===== src/rtl/pio_pkg.sv =====
package pio_pkg;
  localparam int unsigned NSECT  = 4;
  localparam int unsigned SECT_A = 0;
  localparam int unsigned SECT_B = 1;
  localparam int unsigned SECT_CL = 2;
  localparam int unsigned SECT_CH = 3;

  typedef enum logic [2:0] {
    OFF_PA   = 3'd0,
    OFF_PB   = 3'd1,
    OFF_PC   = 3'd2,
    OFF_CTRL = 3'd3
  } off_e;

  // control-word bit that sets each section's direction
  function automatic int unsigned cw_bit(input int unsigned sect);
    case (sect)
      SECT_A:  cw_bit = 4;
      SECT_B:  cw_bit = 1;
      SECT_CL: cw_bit = 0;
      default: cw_bit = 3;
    endcase
  endfunction

  function automatic logic cw_valid(input logic [7:0] cw);
    cw_valid = cw[7] & ~cw[6] & ~cw[5];
  endfunction
endpackage


===== src/rtl/pio_addr_dec.sv =====
module pio_addr_dec #(
  parameter int unsigned AW   = 10,
  parameter int unsigned OFFW = 3,
  localparam int unsigned BW  = AW - OFFW
) (
  input  logic [AW-1:0]   addr_i,
  input  logic [BW-1:0]   base_sw_i,
  output logic            hit_o,
  output logic [OFFW-1:0] off_o
);
  assign hit_o = (addr_i[AW-1:OFFW] == base_sw_i);
  assign off_o = addr_i[OFFW-1:0];
endmodule


===== src/rtl/pio_dir_reg.sv =====
module pio_dir_reg
  import pio_pkg::*;
#(
  parameter int unsigned DW = 8
) (
  input  logic             clk_i,
  input  logic             rst_ni,
  input  logic             wr_i,
  input  logic [DW-1:0]    wdata_i,
  output logic             clr_o,
  output logic [NSECT-1:0] dir_in_o
);
  logic accept;
  logic [NSECT-1:0] dir_d;

  assign accept = wr_i & cw_valid(wdata_i[7:0]);
  assign clr_o  = accept;

  for (genvar g = 0; g < NSECT; g++) begin : g_bit
    assign dir_d[g] = wdata_i[cw_bit(g)];
  end

  always_ff @(posedge clk_i or negedge rst_ni) begin
    if (!rst_ni)     dir_in_o <= '1;
    else if (accept) dir_in_o <= dir_d;
  end
endmodule


===== src/rtl/pio_sect.sv =====
module pio_sect #(
  parameter int unsigned W = 8
) (
  input  logic         clk_i,
  input  logic         rst_ni,
  input  logic         clr_i,
  input  logic         wr_i,
  input  logic [W-1:0] wdata_i,
  input  logic         dir_in_i,
  input  logic [W-1:0] pin_i,
  output logic [W-1:0] pin_o,
  output logic         oe_o,
  output logic [W-1:0] rd_o
);
  logic [W-1:0] held_q;

  always_ff @(posedge clk_i or negedge rst_ni) begin
    if (!rst_ni)    held_q <= '0;
    else if (clr_i) held_q <= '0;
    else if (wr_i)  held_q <= wdata_i;
  end

  assign pin_o = held_q;
  assign oe_o  = ~dir_in_i;
  assign rd_o  = dir_in_i ? pin_i : held_q;
endmodule


===== src/rtl/pio_mode0_ctrl.sv =====
module pio_mode0_ctrl
  import pio_pkg::*;
#(
  parameter int unsigned AW     = 10,
  parameter int unsigned OFFW   = 3,
  parameter int unsigned PORT_W = 8,
  localparam int unsigned BW    = AW - OFFW,
  localparam int unsigned HW    = PORT_W / 2,
  localparam int unsigned TOTW  = 3 * PORT_W
) (
  input  logic              clk_i,
  input  logic              rst_ni,
  input  logic [AW-1:0]     addr_i,
  input  logic [BW-1:0]     base_sw_i,
  input  logic [PORT_W-1:0] data_i,
  input  logic              rd_ni,
  input  logic              wr_ni,
  output logic [PORT_W-1:0] data_o,
  output logic              data_oe_o,
  input  logic              irq_en_i,
  input  logic [PORT_W-1:0] pa_i,
  output logic [PORT_W-1:0] pa_o,
  output logic              pa_oe_o,
  input  logic [PORT_W-1:0] pb_i,
  output logic [PORT_W-1:0] pb_o,
  output logic              pb_oe_o,
  input  logic [PORT_W-1:0] pc_i,
  output logic [PORT_W-1:0] pc_o,
  output logic [1:0]        pc_oe_o,
  output logic              irq_o
);
  logic            hit;
  logic [OFFW-1:0] off;
  logic            wr_hit, ctrl_wr, clr;
  logic [NSECT-1:0] dir_in, oe, sect_wr;
  logic [TOTW-1:0] pin_in, pin_out, rd_val;
  logic [PORT_W-1:0] rd_a, rd_b, rd_c;
  logic            irq_src;

  pio_addr_dec #(.AW(AW), .OFFW(OFFW)) u_dec (
    .addr_i   (addr_i),
    .base_sw_i(base_sw_i),
    .hit_o    (hit),
    .off_o    (off)
  );

  assign wr_hit  = ~wr_ni & hit;
  assign ctrl_wr = wr_hit & (off == OFFW'(OFF_CTRL));

  pio_dir_reg #(.DW(PORT_W)) u_dir (
    .clk_i   (clk_i),
    .rst_ni  (rst_ni),
    .wr_i    (ctrl_wr),
    .wdata_i (data_i),
    .clr_o   (clr),
    .dir_in_o(dir_in)
  );

  assign sect_wr[SECT_A]  = wr_hit & (off == OFFW'(OFF_PA));
  assign sect_wr[SECT_B]  = wr_hit & (off == OFFW'(OFF_PB));
  assign sect_wr[SECT_CL] = wr_hit & (off == OFFW'(OFF_PC));
  assign sect_wr[SECT_CH] = wr_hit & (off == OFFW'(OFF_PC));

  assign pin_in = {pc_i, pb_i, pa_i};

  for (genvar g = 0; g < NSECT; g++) begin : g_sect
    localparam int unsigned SW = (g < 2) ? PORT_W : HW;
    localparam int unsigned LO = (g < 2) ? g * PORT_W : 2 * PORT_W + (g - 2) * HW;
    localparam int unsigned DL = (g == SECT_CH) ? HW : 0;
    pio_sect #(.W(SW)) u_sect (
      .clk_i   (clk_i),
      .rst_ni  (rst_ni),
      .clr_i   (clr),
      .wr_i    (sect_wr[g]),
      .wdata_i (data_i[DL +: SW]),
      .dir_in_i(dir_in[g]),
      .pin_i   (pin_in[LO +: SW]),
      .pin_o   (pin_out[LO +: SW]),
      .oe_o    (oe[g]),
      .rd_o    (rd_val[LO +: SW])
    );
  end

  assign pa_o    = pin_out[0 +: PORT_W];
  assign pb_o    = pin_out[PORT_W +: PORT_W];
  assign pc_o    = pin_out[2*PORT_W +: PORT_W];
  assign pa_oe_o = oe[SECT_A];
  assign pb_oe_o = oe[SECT_B];
  assign pc_oe_o = {oe[SECT_CH], oe[SECT_CL]};

  assign rd_a = rd_val[0 +: PORT_W];
  assign rd_b = rd_val[PORT_W +: PORT_W];
  assign rd_c = rd_val[2*PORT_W +: PORT_W];

  always_comb begin
    data_o    = '0;
    data_oe_o = 1'b0;
    if (~rd_ni && hit) begin
      case (off)
        OFFW'(OFF_PA): begin data_o = rd_a; data_oe_o = 1'b1; end
        OFFW'(OFF_PB): begin data_o = rd_b; data_oe_o = 1'b1; end
        OFFW'(OFF_PC): begin data_o = rd_c; data_oe_o = 1'b1; end
        default: ;
      endcase
    end
  end

  // bit 3 of each port C half
  assign irq_src = rd_c[3] | rd_c[HW+3];

  always_ff @(posedge clk_i or negedge rst_ni) begin
    if (!rst_ni) irq_o <= 1'b0;
    else         irq_o <= irq_en_i & irq_src;
  end
endmodule


===== config.mk =====
export PLATFORM = sky130hd
export DESIGN_NAME = pio_mode0_ctrl
export DESIGN_NICKNAME = d
export VERILOG_FILES = /design/src/rtl/pio_pkg.sv /design/src/rtl/pio_addr_dec.sv /design/src/rtl/pio_dir_reg.sv /design/src/rtl/pio_sect.sv /design/src/rtl/pio_mode0_ctrl.sv
export SDC_FILE = /design/constraint.sdc
export NUM_CORES = 1
export LEC_CHECK = 0
export BUFFER_PORTS_ARGS = -buffer_cell sky130_fd_sc_hd__buf_4
export CAP_MARGIN = 20
export CELL_PAD_IN_SITES_DETAIL_PLACEMENT = 0
export CELL_PAD_IN_SITES_GLOBAL_PLACEMENT = 1
export CORE_MARGIN = 2
export CORE_UTILIZATION = 37
export CTS_BUF_LIST = sky130_fd_sc_hd__clkbuf_8
export DETAILED_ROUTE_END_ITERATION = 6
export GPL_TIMING_DRIVEN = 0
export PLACE_DENSITY_LB_ADDON = 0.1
export SLEW_MARGIN = 20
export SYNTH_ARGS = -nofsm -noshare
export SYNTH_HDL_FRONTEND = slang
export SYNTH_SLANG_ARGS = --single-unit

===== constraint.sdc =====
create_clock -name clk_i -period 4.7 [get_ports clk_i]
set_input_delay 0.705 -clock clk_i [delete_from_list [all_inputs] [get_ports clk_i]]
set_output_delay 0.705 -clock clk_i [all_outputs]
set_load 0.02 [all_outputs]

==> impl_metrics.ini, run 1 <==
[final_layout]
drive_above_1_share = 0.556
seq_area_um2 = 731
diodes = 0
fin_nets = 296
area_growth_pct = 48.2
layout.filler_cells = 412
multi_input_area_um2 = 915

[run]
timing.max_cap.violations = 0

[logic_synthesis]
synth_top_area_share = 0.363
synth_edf_count = 0
synth_warnings = 0
syn_area_per_cell_um2 = 11.9
ys_seq_elements = 29
synth_commonest_cells = 25 x dfrtp_1, 22 x mux2_2, 18 x a32o_1
synth_top_area_cell = dfrtp_1
synth.distinct_cells = 31
netlist_instances = 145
synth_area_leaders = dfrtp_1 36%, mux2_2 14%, a32o_1 10%
async_reset_ff_frac = 1.00
synth_nets = 199
yosysMostFrequentCell = dfrtp_1
netlist_area_mm2 = 0.00173
yosysSeqAreaShare = 0.423
synthFlopType = dfrtp_1

[grt]
grt_max_degree = 30
grt_pass1_wl_mm = 8.85
grt.overflow.total = 0
grt_pass1_vias = 1779
grt.total_usage = 0.223
antenna_found_initial = 0

[sta]
setup_viol = 0
period_minus_slack_ps = 3190
rsz0062_at_grt = false
slew_violations = 0
finalHoldViolCount = 0
finalCritPeriodShare = 0.678
hold_ws_ps = 349
final.setup.tns_ps = 0
max_slew_margin = 0.457
clock_skew_ps = 4.64
worst_pin_slew_ps = 810
fmax_mhz = 314

[cts]
clk_path_buf_depth = 2
cts_resized = 0
cts_tree = done
ctsHoldBuffers = 0
htreeDepth = 2
clk_root_buffer_cell = clkbuf_8
cts.sinks = 29
cts_buffers = 5
post-cts-setup-buffers = 0
clk_latency_ps = 280
clkSlewWorstSetupHoldPaths_ps = 60

[placement]
io_buffers = 90
gp_congestion = 0.740
dpl.hpwl_mm = 4.17

[floorplanning]
core-area_mm2 = 0.00441
die_h_um = 72.3
fp.dieW_um = 72.3
ioPinCount = 92
initial_core_util = 0.391
dieArea_mm2 = 0.00523
num_rows = 24

[route]
via_count = 1655
drc = 0
drt_pass1_iterations = 4
ant_nets = 0
drtIter0Drc = 71
wl_per_cell_um = 19.0
wl_mm = 5.62
vias_per_cell = 5.61

[power_and_ir_drop]
p_leak_nw = 1.20
irDropWorstVdd_mv = 0.170
total_power_mw = 0.557
powerDensity_mw_per_mm2 = 218

[critical_path]
start_kind = input port
worst_setup_path_end_kind = primary output
cp.arrival_ps = 2480
path_max_fanout = 9
critPathKind = input port to primary output
required_ps = 3990

[worst_hold_path]
hold_class = input port to async pin

[outcome]
status = finished, final reports clean
[power breakdown]
group	switching, mW	internal, mW	total, mW
logic	0.0442	0.0497	0.0938
clock network	0.0886	0.115	0.203
registers	0.00425	0.255	0.260
[state kept, by name (all words and copies together) (netlist names)]
name / cells
g_sect.u_sect.pin_o: 24
irq_o: 1
u_dir.dir_in_o: 4
[final timing paths]
check                                                           start                                    end  slack [ps]  cells after the start
worst max register to register          u_dir.dir_in_o[1]$_DFFE_PN1P_          u_dir.dir_in_o[1]$_DFFE_PN1P_        3280                      2
worst min-delay path                                           rst_ni  g_sect[3].u_sect.pin_o[0]$_DFFE_PN0P_         350                      1
max in group asynchronous                                      rst_ni          u_dir.dir_in_o[3]$_DFFE_PN1P_        4030                      1
worst max-delay path                                     base_sw_i[6]                              data_o[2]        1510                      6
min in group clk_i              g_sect[2].u_sect.pin_o[0]$_DFFE_PN0P_  g_sect[2].u_sect.pin_o[0]$_DFFE_PN0P_         520                      1
worst min register to register  g_sect[2].u_sect.pin_o[0]$_DFFE_PN0P_  g_sect[2].u_sect.pin_o[0]$_DFFE_PN0P_         520                      1
[cells by family (layout without fill, tap and decap cells)]
group / after synthesis / in the layout / synth area share
xor gates and xnor gates: 7 / 7 / 0.0355
buffers and inverters: 15 / 113 / 0.0464
muxes: 34 / 34 / 0.213
AOI/OAI and AO/OA: 34 / 34 / 0.179
and+or+nand+nor: 26 / 26 / 0.102
DFF: 29 / 29 / 0.423
[worst max-delay path: stages]
cell and delay (ps):
buf_4 110, xor2_1 170, nor4_4 460, nand4_1 570
nor2_1 290, buf_4 170
[per-layer routing]
layer  part of all wire  GRT usage  up-vias
met5                  0          0        -
met4              0.010     0.0566        0
met3              0.077     0.0458        6
met2               0.53      0.406       83
met1               0.38      0.267      807
li1                   -          -      759
[cells in the final DEF, fill, tap and decap left out, drive strengths merged]
| cell | netlist | final |
|---|---|---|
| nand2b | 1 | 1 |
| a21boi | 1 | 1 |
| a211oi | 1 | 1 |
| and2 | 1 | 1 |
| mux2 | 22 | 22 |
| buf | 5 | 95 |
| inv | 5 | 7 |
| dfstp | 4 | 4 |
| nand4bb | 1 | 1 |
| or3b | 1 | 1 |
| nor3 | 3 | 3 |
| xnor2 | 1 | 1 |
| nor2 | 13 | 13 |
| a32o | 18 | 18 |
| nand4 | 1 | 1 |
| a21oi | 3 | 3 |
| o211ai | 3 | 3 |
| nor4 | 1 | 1 |
| o22ai | 5 | 5 |
| dfrtp | 25 | 25 |
| nand3 | 1 | 1 |
| xor2 | 6 | 6 |
| clkbuf | 5 | 11 |
| a222oi | 3 | 3 |
| mux2i | 12 | 12 |
| nor4b | 1 | 1 |
| nor3b | 1 | 1 |
| or3 | 1 | 1 |
[cell type report]
cell class / instances / area share
multi-input cells: 101 / 0.358
inverters: 5 / 0.00734
plain buffers: 10 / 0.0240
flip-flops and latches: 29 / 0.286
clock buffers: 6 / 0.0323
repair buffers: 90 / 0.264
well taps: 52 / 0.0255
clock inverters: 2 / 0.00294
[through the flow]
stage | instances | cell area [µm²] | setup WS [ps] | utilization
2_1_floorplan | 145 | 1730 | 2010 | -
3_3_place_gp | 287 | 2470 | 1490 | 0.559
3_5_place_dp | 287 | 2470 | 1510 | 0.559
4_1_cts | 295 | 2560 | 1510 | 0.579
5_1_grt | 295 | 2560 | 1400 | 0.579
6_report | 295 | 2560 | 1510 | 0.579
Note: power is estimated with default switching activity, not from simulation.
==> run 2: changes to the inputs <==
--- a/config.mk
+++ b/config.mk
@@ -10,7 +10,7 @@
 export CELL_PAD_IN_SITES_DETAIL_PLACEMENT = 0
 export CELL_PAD_IN_SITES_GLOBAL_PLACEMENT = 1
 export CORE_MARGIN = 2
-export CORE_UTILIZATION = 37
+export CORE_UTILIZATION = 34
 export CTS_BUF_LIST = sky130_fd_sc_hd__clkbuf_8
 export DETAILED_ROUTE_END_ITERATION = 6
 export GPL_TIMING_DRIVEN = 0
==> constraint.sdc (replaced) <==
create_clock -name clk_i -period 3.15 [get_ports clk_i]
set_input_delay 0.4725 -clock clk_i [delete_from_list [all_inputs] [get_ports clk_i]]
set_output_delay 0.4725 -clock clk_i [all_outputs]
set_load 0.02 [all_outputs]
==> run 2 against run 1 <==
First-iteration DRC count shrank 9.9%. Largest power group is now the clock network. Hold slack lost 240 ps. Flip-flop and latch count is the same. Via count shrank 2.4%. Critical endpoint is now data_o[0]. Largest cell class unchanged. Total power grew 65%. Worst setup slack lost 1200 ps. Sequential power grew 49%. Sequential share of layout area shrank 0.49 points. Non-clock buffer count is the same. Utilization shrank 3.9 points.
==> impl_metrics.ini, run 2 (synthesis results as in run 1) <==
[cts]
cts_tree = done
ctsHoldBuffers = 0
cts_resized = 0
clk_latency_ps = 280
cts_buffers = 5
clk_path_buf_depth = 2
clkSlewWorstSetupHoldPaths_ps = 70
post-cts-setup-buffers = 0
htreeDepth = 2
clk_root_buffer_cell = clkbuf_8
cts.sinks = 29

[floorplanning]
initial_core_util = 0.358
fp.dieW_um = 75.2
ioPinCount = 92
num_rows = 25
dieArea_mm2 = 0.00566
core-area_mm2 = 0.00482
die_h_um = 75.2

[critical_path]
critical-path-top-delay-family = buffers and inverters
critPathKind = flip-flop to primary output
cpPeakStageDelay_ps = 570
required_ps = 2680
cp_cell_sequence = clkbuf_1, mux2_2, a222oi_1, nor2_1, buf_4
start_kind = flip-flop
rr_endpoint = u_dir.dir_in_o[1]$_DFFE_PN1P_
worst_setup_path_end_kind = primary output
path_max_fanout = 10
reg2regPathDepth = 2
critical_path_depth = 5
r2r_slack_ps = 1720
cp.arrival_ps = 2380
path_buf_inv = 2
crit_path_top_delay_cell = clkbuf_1
r2r_start = u_dir.dir_in_o[1]$_DFFE_PN1P_

[sta]
worst_pin_slew_ps = 834
fmax_mhz = 351
setup_viol = 0
hold_ws_ps = 107
max_slew_margin = 0.441
slew_violations = 0
finalHoldViolCount = 0
clock_skew_ps = 5.82
finalCritPeriodShare = 0.904
rsz0062_at_grt = false
final.setup.tns_ps = 0
period_minus_slack_ps = 2850

[grt]
grt.overflow.total = 0
grt.total_usage = 0.195
grt_pass1_vias = 1517
antenna_found_initial = 0
grt_pass1_wl_mm = 7.96
grt_max_degree = 30

[final_layout]
largest_register_ffs = 24
fin_nets = 296
diodes = 0
multi_input_area_um2 = 915
final_common_cell = buf_4
drive_above_1_share = 0.560
area_growth_pct = 50.8
mostFrequentLayoutCells = 92 x buf_4, 25 x dfrtp_1, 22 x mux2_2, 18 x a32o_1, 13 x nor2_1
seq_area_um2 = 731
layout.filler_cells = 482

[run]
timing.max_cap.violations = 0

[route]
drt_pass1_iterations = 5
ant_nets = 0
wl_mm = 5.28
drc = 0
wl_per_cell_um = 17.0
via_count = 1616
drtIter0Drc = 64
vias_per_cell = 5.21

[power_and_ir_drop]
internal_power_mw = 0.709
clock_power_share = 0.429
powerDensity_mw_per_mm2 = 353
p_switching_mw = 0.210
p_leak_nw = 1.21
irDropWorstVdd_mv = 0.219
seqPwrFrac = 0.421
combPwrFrac = 0.150
switching_share = 0.228

[placement]
gp_congestion = 0.740
dpl.hpwl_mm = 3.87
io_buffers = 90

[outcome]
status = finished, final reports clean

[worst_hold_path]
hold_class = input port to async pin
[run 2: power groups by stage]
stage	Sequential (mW)	Clock (mW)	Combinational (mW)
2_1_floorplan	0.402	0	0.0433
3_3_place_gp	0.394	0	0.139
3_5_place_dp	0.394	0	0.140
4_1_cts	0.387	0.402	0.140
5_1_grt	0.388	0.417	0.150
6_report	0.387	0.394	0.138
[run 2: layer usage]
metal / part of all wire / GRT usage
met5: 0 / 0
met3: 0.072 / 0.0388
met2: 0.50 / 0.321
met1: 0.42 / 0.263
met4: 0.0068 / 0.0585
[run 2: layout make-up]
cell class	count	area share
well taps	67	0.0322
plain buffers	10	0.0236
inverters	5	0.00722
multi-input cells	101	0.352
repair buffers	90	0.260
clock buffers	6	0.0317
clock inverters	2	0.0130
flip-flops and latches	29	0.281
[run 2: worst max-delay path by stage]
stage                                              from         to
after floorplan                            base_sw_i[6]  data_o[0]
after global placement                     base_sw_i[6]  data_o[0]
after detailed placement                   base_sw_i[6]  data_o[7]
after CTS                 u_dir.dir_in_o[0]$_DFFE_PN1P_  data_o[0]
after global routing      u_dir.dir_in_o[0]$_DFFE_PN1P_  data_o[1]
final                     u_dir.dir_in_o[0]$_DFFE_PN1P_  data_o[0]
[run 2: worst reg2reg max path, stage by stage (launching register included)]
cell,delay [ps]
dfstp_2,510
clkbuf_1,580
mux2_2,280
[run 2: per-stage QoR]
step	area (µm²)	utilization	cells	total power, mW	setup WS (ps)
2_1_floorplan	1730	-	145	0.446	921
3_3_place_gp	2480	0.516	302	0.532	424
3_5_place_dp	2480	0.516	302	0.534	435
4_1_cts	2600	0.540	310	0.929	263
5_1_grt	2600	0.540	310	0.955	198
6_report	2600	0.540	310	0.919	301
==> run 3: changes to the inputs <==
--- a/config.mk
+++ b/config.mk
@@ -5,12 +5,13 @@
 export SDC_FILE = /design/constraint.sdc
 export NUM_CORES = 1
 export LEC_CHECK = 0
+export ABC_AREA = 1
 export BUFFER_PORTS_ARGS = -buffer_cell sky130_fd_sc_hd__buf_4
 export CAP_MARGIN = 20
 export CELL_PAD_IN_SITES_DETAIL_PLACEMENT = 0
 export CELL_PAD_IN_SITES_GLOBAL_PLACEMENT = 1
 export CORE_MARGIN = 2
-export CORE_UTILIZATION = 34
+export CORE_UTILIZATION = 31
 export CTS_BUF_LIST = sky130_fd_sc_hd__clkbuf_8
 export DETAILED_ROUTE_END_ITERATION = 6
 export GPL_TIMING_DRIVEN = 0
==> run 3 against run 2 <==
Combinational power is 9% lower. Clock skew down 3.9 ps. Hold slack better by 16 ps. Critical endpoint is now data_o[5]. Non-clock buffer count down 1. Sequential share of layout area decreased by 0.76 points. Largest cell class unchanged. Wire length grew 16%.
==> impl_metrics.ini, run 3 <==
[outcome]
status = finished, final reports clean

[cts]
clkSlewWorstSetupHoldPaths_ps = 60
htreeDepth = 2
cts_resized = 0
clk_latency_ps = 270
cts.sinks = 29
post-cts-setup-buffers = 0
ctsHoldBuffers = 0
cts_tree = done
clk_path_buf_depth = 2
cts_buffers = 5
clk_root_buffer_cell = clkbuf_8

[floorplanning]
initial_core_util = 0.325
die_h_um = 80.4
ioPinCount = 92
core-area_mm2 = 0.00557
dieArea_mm2 = 0.00647
fp.dieW_um = 80.4
num_rows = 27

[logic_synthesis]
ys_seq_elements = 29
synth.distinct_cells = 18
synth_area_leaders = dfrtp_1 35%, nand2_1 29%, nand4_1 6.2%
yosysMostFrequentCell = nand2_1
syn_area_per_cell_um2 = 6.49
yosysSeqAreaShare = 0.404
synth_top_area_cell = dfrtp_1
netlist_area_mm2 = 0.00181
synth_nets = 333
synth_commonest_cells = 138 x nand2_1, 25 x dfrtp_1, 23 x inv_1
netlist_instances = 279
synthFlopType = dfrtp_1
async_reset_ff_frac = 1.00
synth_edf_count = 0
synth_top_area_share = 0.346
synth_warnings = 0

[power_and_ir_drop]
p_leak_nw = 1.43
seqPwrFrac = 0.469
internal_power_mw = 0.614
switching_share = 0.252
combPwrFrac = 0.153
powerDensity_mw_per_mm2 = 307
total_power_mw = 0.821
p_switching_mw = 0.207
irDropWorstVdd_mv = 0.174
clock_power_share = 0.378

[final_layout]
largest_register_ffs = 24
final_common_cell = nand2_1
mostFrequentLayoutCells = 138 x nand2_1, 93 x buf_4, 25 x inv_1, 25 x dfrtp_1, 22 x a21oi_1
finalInstanceArea_mm2 = 0.00267
fin_nets = 431
diodes = 0
area_growth_pct = 47.7
drive_above_1_share = 0.291
fin_util = 0.480

[sta]
postLayoutSetupSlackWorst_ps = 623
rsz0062_at_grt = false
fmax_mhz = 396
final.setup.tns_ps = 0
setup_viol = 0
finalHoldViolCount = 0
clock_skew_ps = 1.94
slew_violations = 0
finalCritPeriodShare = 0.802
max_slew_margin = 0.594
period_minus_slack_ps = 2530
worst_pin_slew_ps = 606

[critical_path]
critPathKind = input port to primary output
cp.arrival_ps = 2050
path_max_fanout = 9
required_ps = 2680
start_kind = input port
worst_setup_path_end_kind = primary output

[route]
vias_per_cell = 4.73
via_count = 2129
ant_nets = 0
drtIter0Drc = 106
wl_mm = 6.13
drt_pass1_iterations = 4
wl_per_cell_um = 13.6
drc = 0

[grt]
grt_pass1_wl_mm = 9.45
grt_max_degree = 30
antenna_found_initial = 0
grt_pass1_vias = 1957
grt.overflow.total = 0
grt.total_usage = 0.195

[placement]
dpl.hpwl_mm = 4.81
pre_cts_ws_ps = 603
gp_congestion = 0.802
io_buffers = 91
place_area_mm2 = 0.00258

[worst_hold_path]
hold_class = input port to async pin

[run]
timing.max_cap.violations = 0
## run 3: changes by cell type after synthesis, moves of 5 or more
cell,change
mux2i_1,-12
nor3_1,+5
inv_1,+18
nand4_1,+17
mux2_2,-22
a21oi_1,+19
o22ai_1,-5
xor2_1,-6
nand2_1,+138
a32o_1,-18
nand3_1,+8
## run 3: power by group through the flow
stage               Sequential (mW)  Combinational, mW  Clock (mW)
floorplan                     0.398             0.0328           0
global placement              0.391              0.126           0
detailed placement            0.391              0.127           0
CTS                           0.385              0.128       0.314
global route                  0.385              0.139       0.333
finish                        0.385              0.126       0.310
## run 3: metal layers
layer	routed length [µm]	up-vias	global-route usage
met5	0	-	0
met4	84	0	0.0644
met3	473	6	0.0483
met2	2760	77	0.302
met1	2810	955	0.267
li1	-	1091	-
## run 3: kinds of logic (layout without fill, tap and decap cells)
group	Yosys count	in the layout	share of synthesized area
compound gates	25	25	0.0733
simple gates	191	191	0.442
flops	29	29	0.404
xor+xnor	1	1	0.00484
buf+inv	33	132	0.0760
## run 3: stage by stage
| stage | hold slack, ps | instances |
|---|---|---|
| 2_1_floorplan | 177 | 279 |
| 3_3_place_gp | 431 | 442 |
| 3_5_place_dp | 437 | 442 |
| 4_1_cts | 135 | 450 |
| 5_1_grt | 146 | 450 |
| 6_report | 123 | 450 |
## run 3: area by class of cell
type                            count  area (µm²)
Clock inverter                      2        7.51
Inverter                           25        93.8
Sequential cell                    29         731
Buffer                              8        43.8
Clock buffer                        6        82.6
Timing Repair Buffer               91         683
Multi-Input combinational cell    217         942
Fill cell                         616        2900
Tap cell                           72        90.1
## run 3: worst paths after layout
path	start	end	slack, ps	cells past startpoint
max in group asynchronous	rst_ni	u_dir.dir_in_o[0]$_DFFE_PN1P_	2700	1
max reg2reg	u_dir.dir_in_o[2]$_DFFE_PN1P_	irq_o$_DFF_PN0_	2020	4
min reg2reg	g_sect[2].u_sect.pin_o[0]$_DFFE_PN0P_	g_sect[2].u_sect.pin_o[0]$_DFFE_PN0P_	510	2
min	rst_ni	g_sect[3].u_sect.pin_o[1]$_DFFE_PN0P_	120	1
max	addr_i[0]	data_o[5]	620	7
min in group clk_i	irq_en_i	irq_o$_DFF_PN0_	410	2
## run 3: critical path, cell delays in order
cell and delay [ps]:
buf_4 120, nor3_2 520, inv_1 280, a21oi_1 290, nor3_1 70, nor2_1 130
buf_4 160
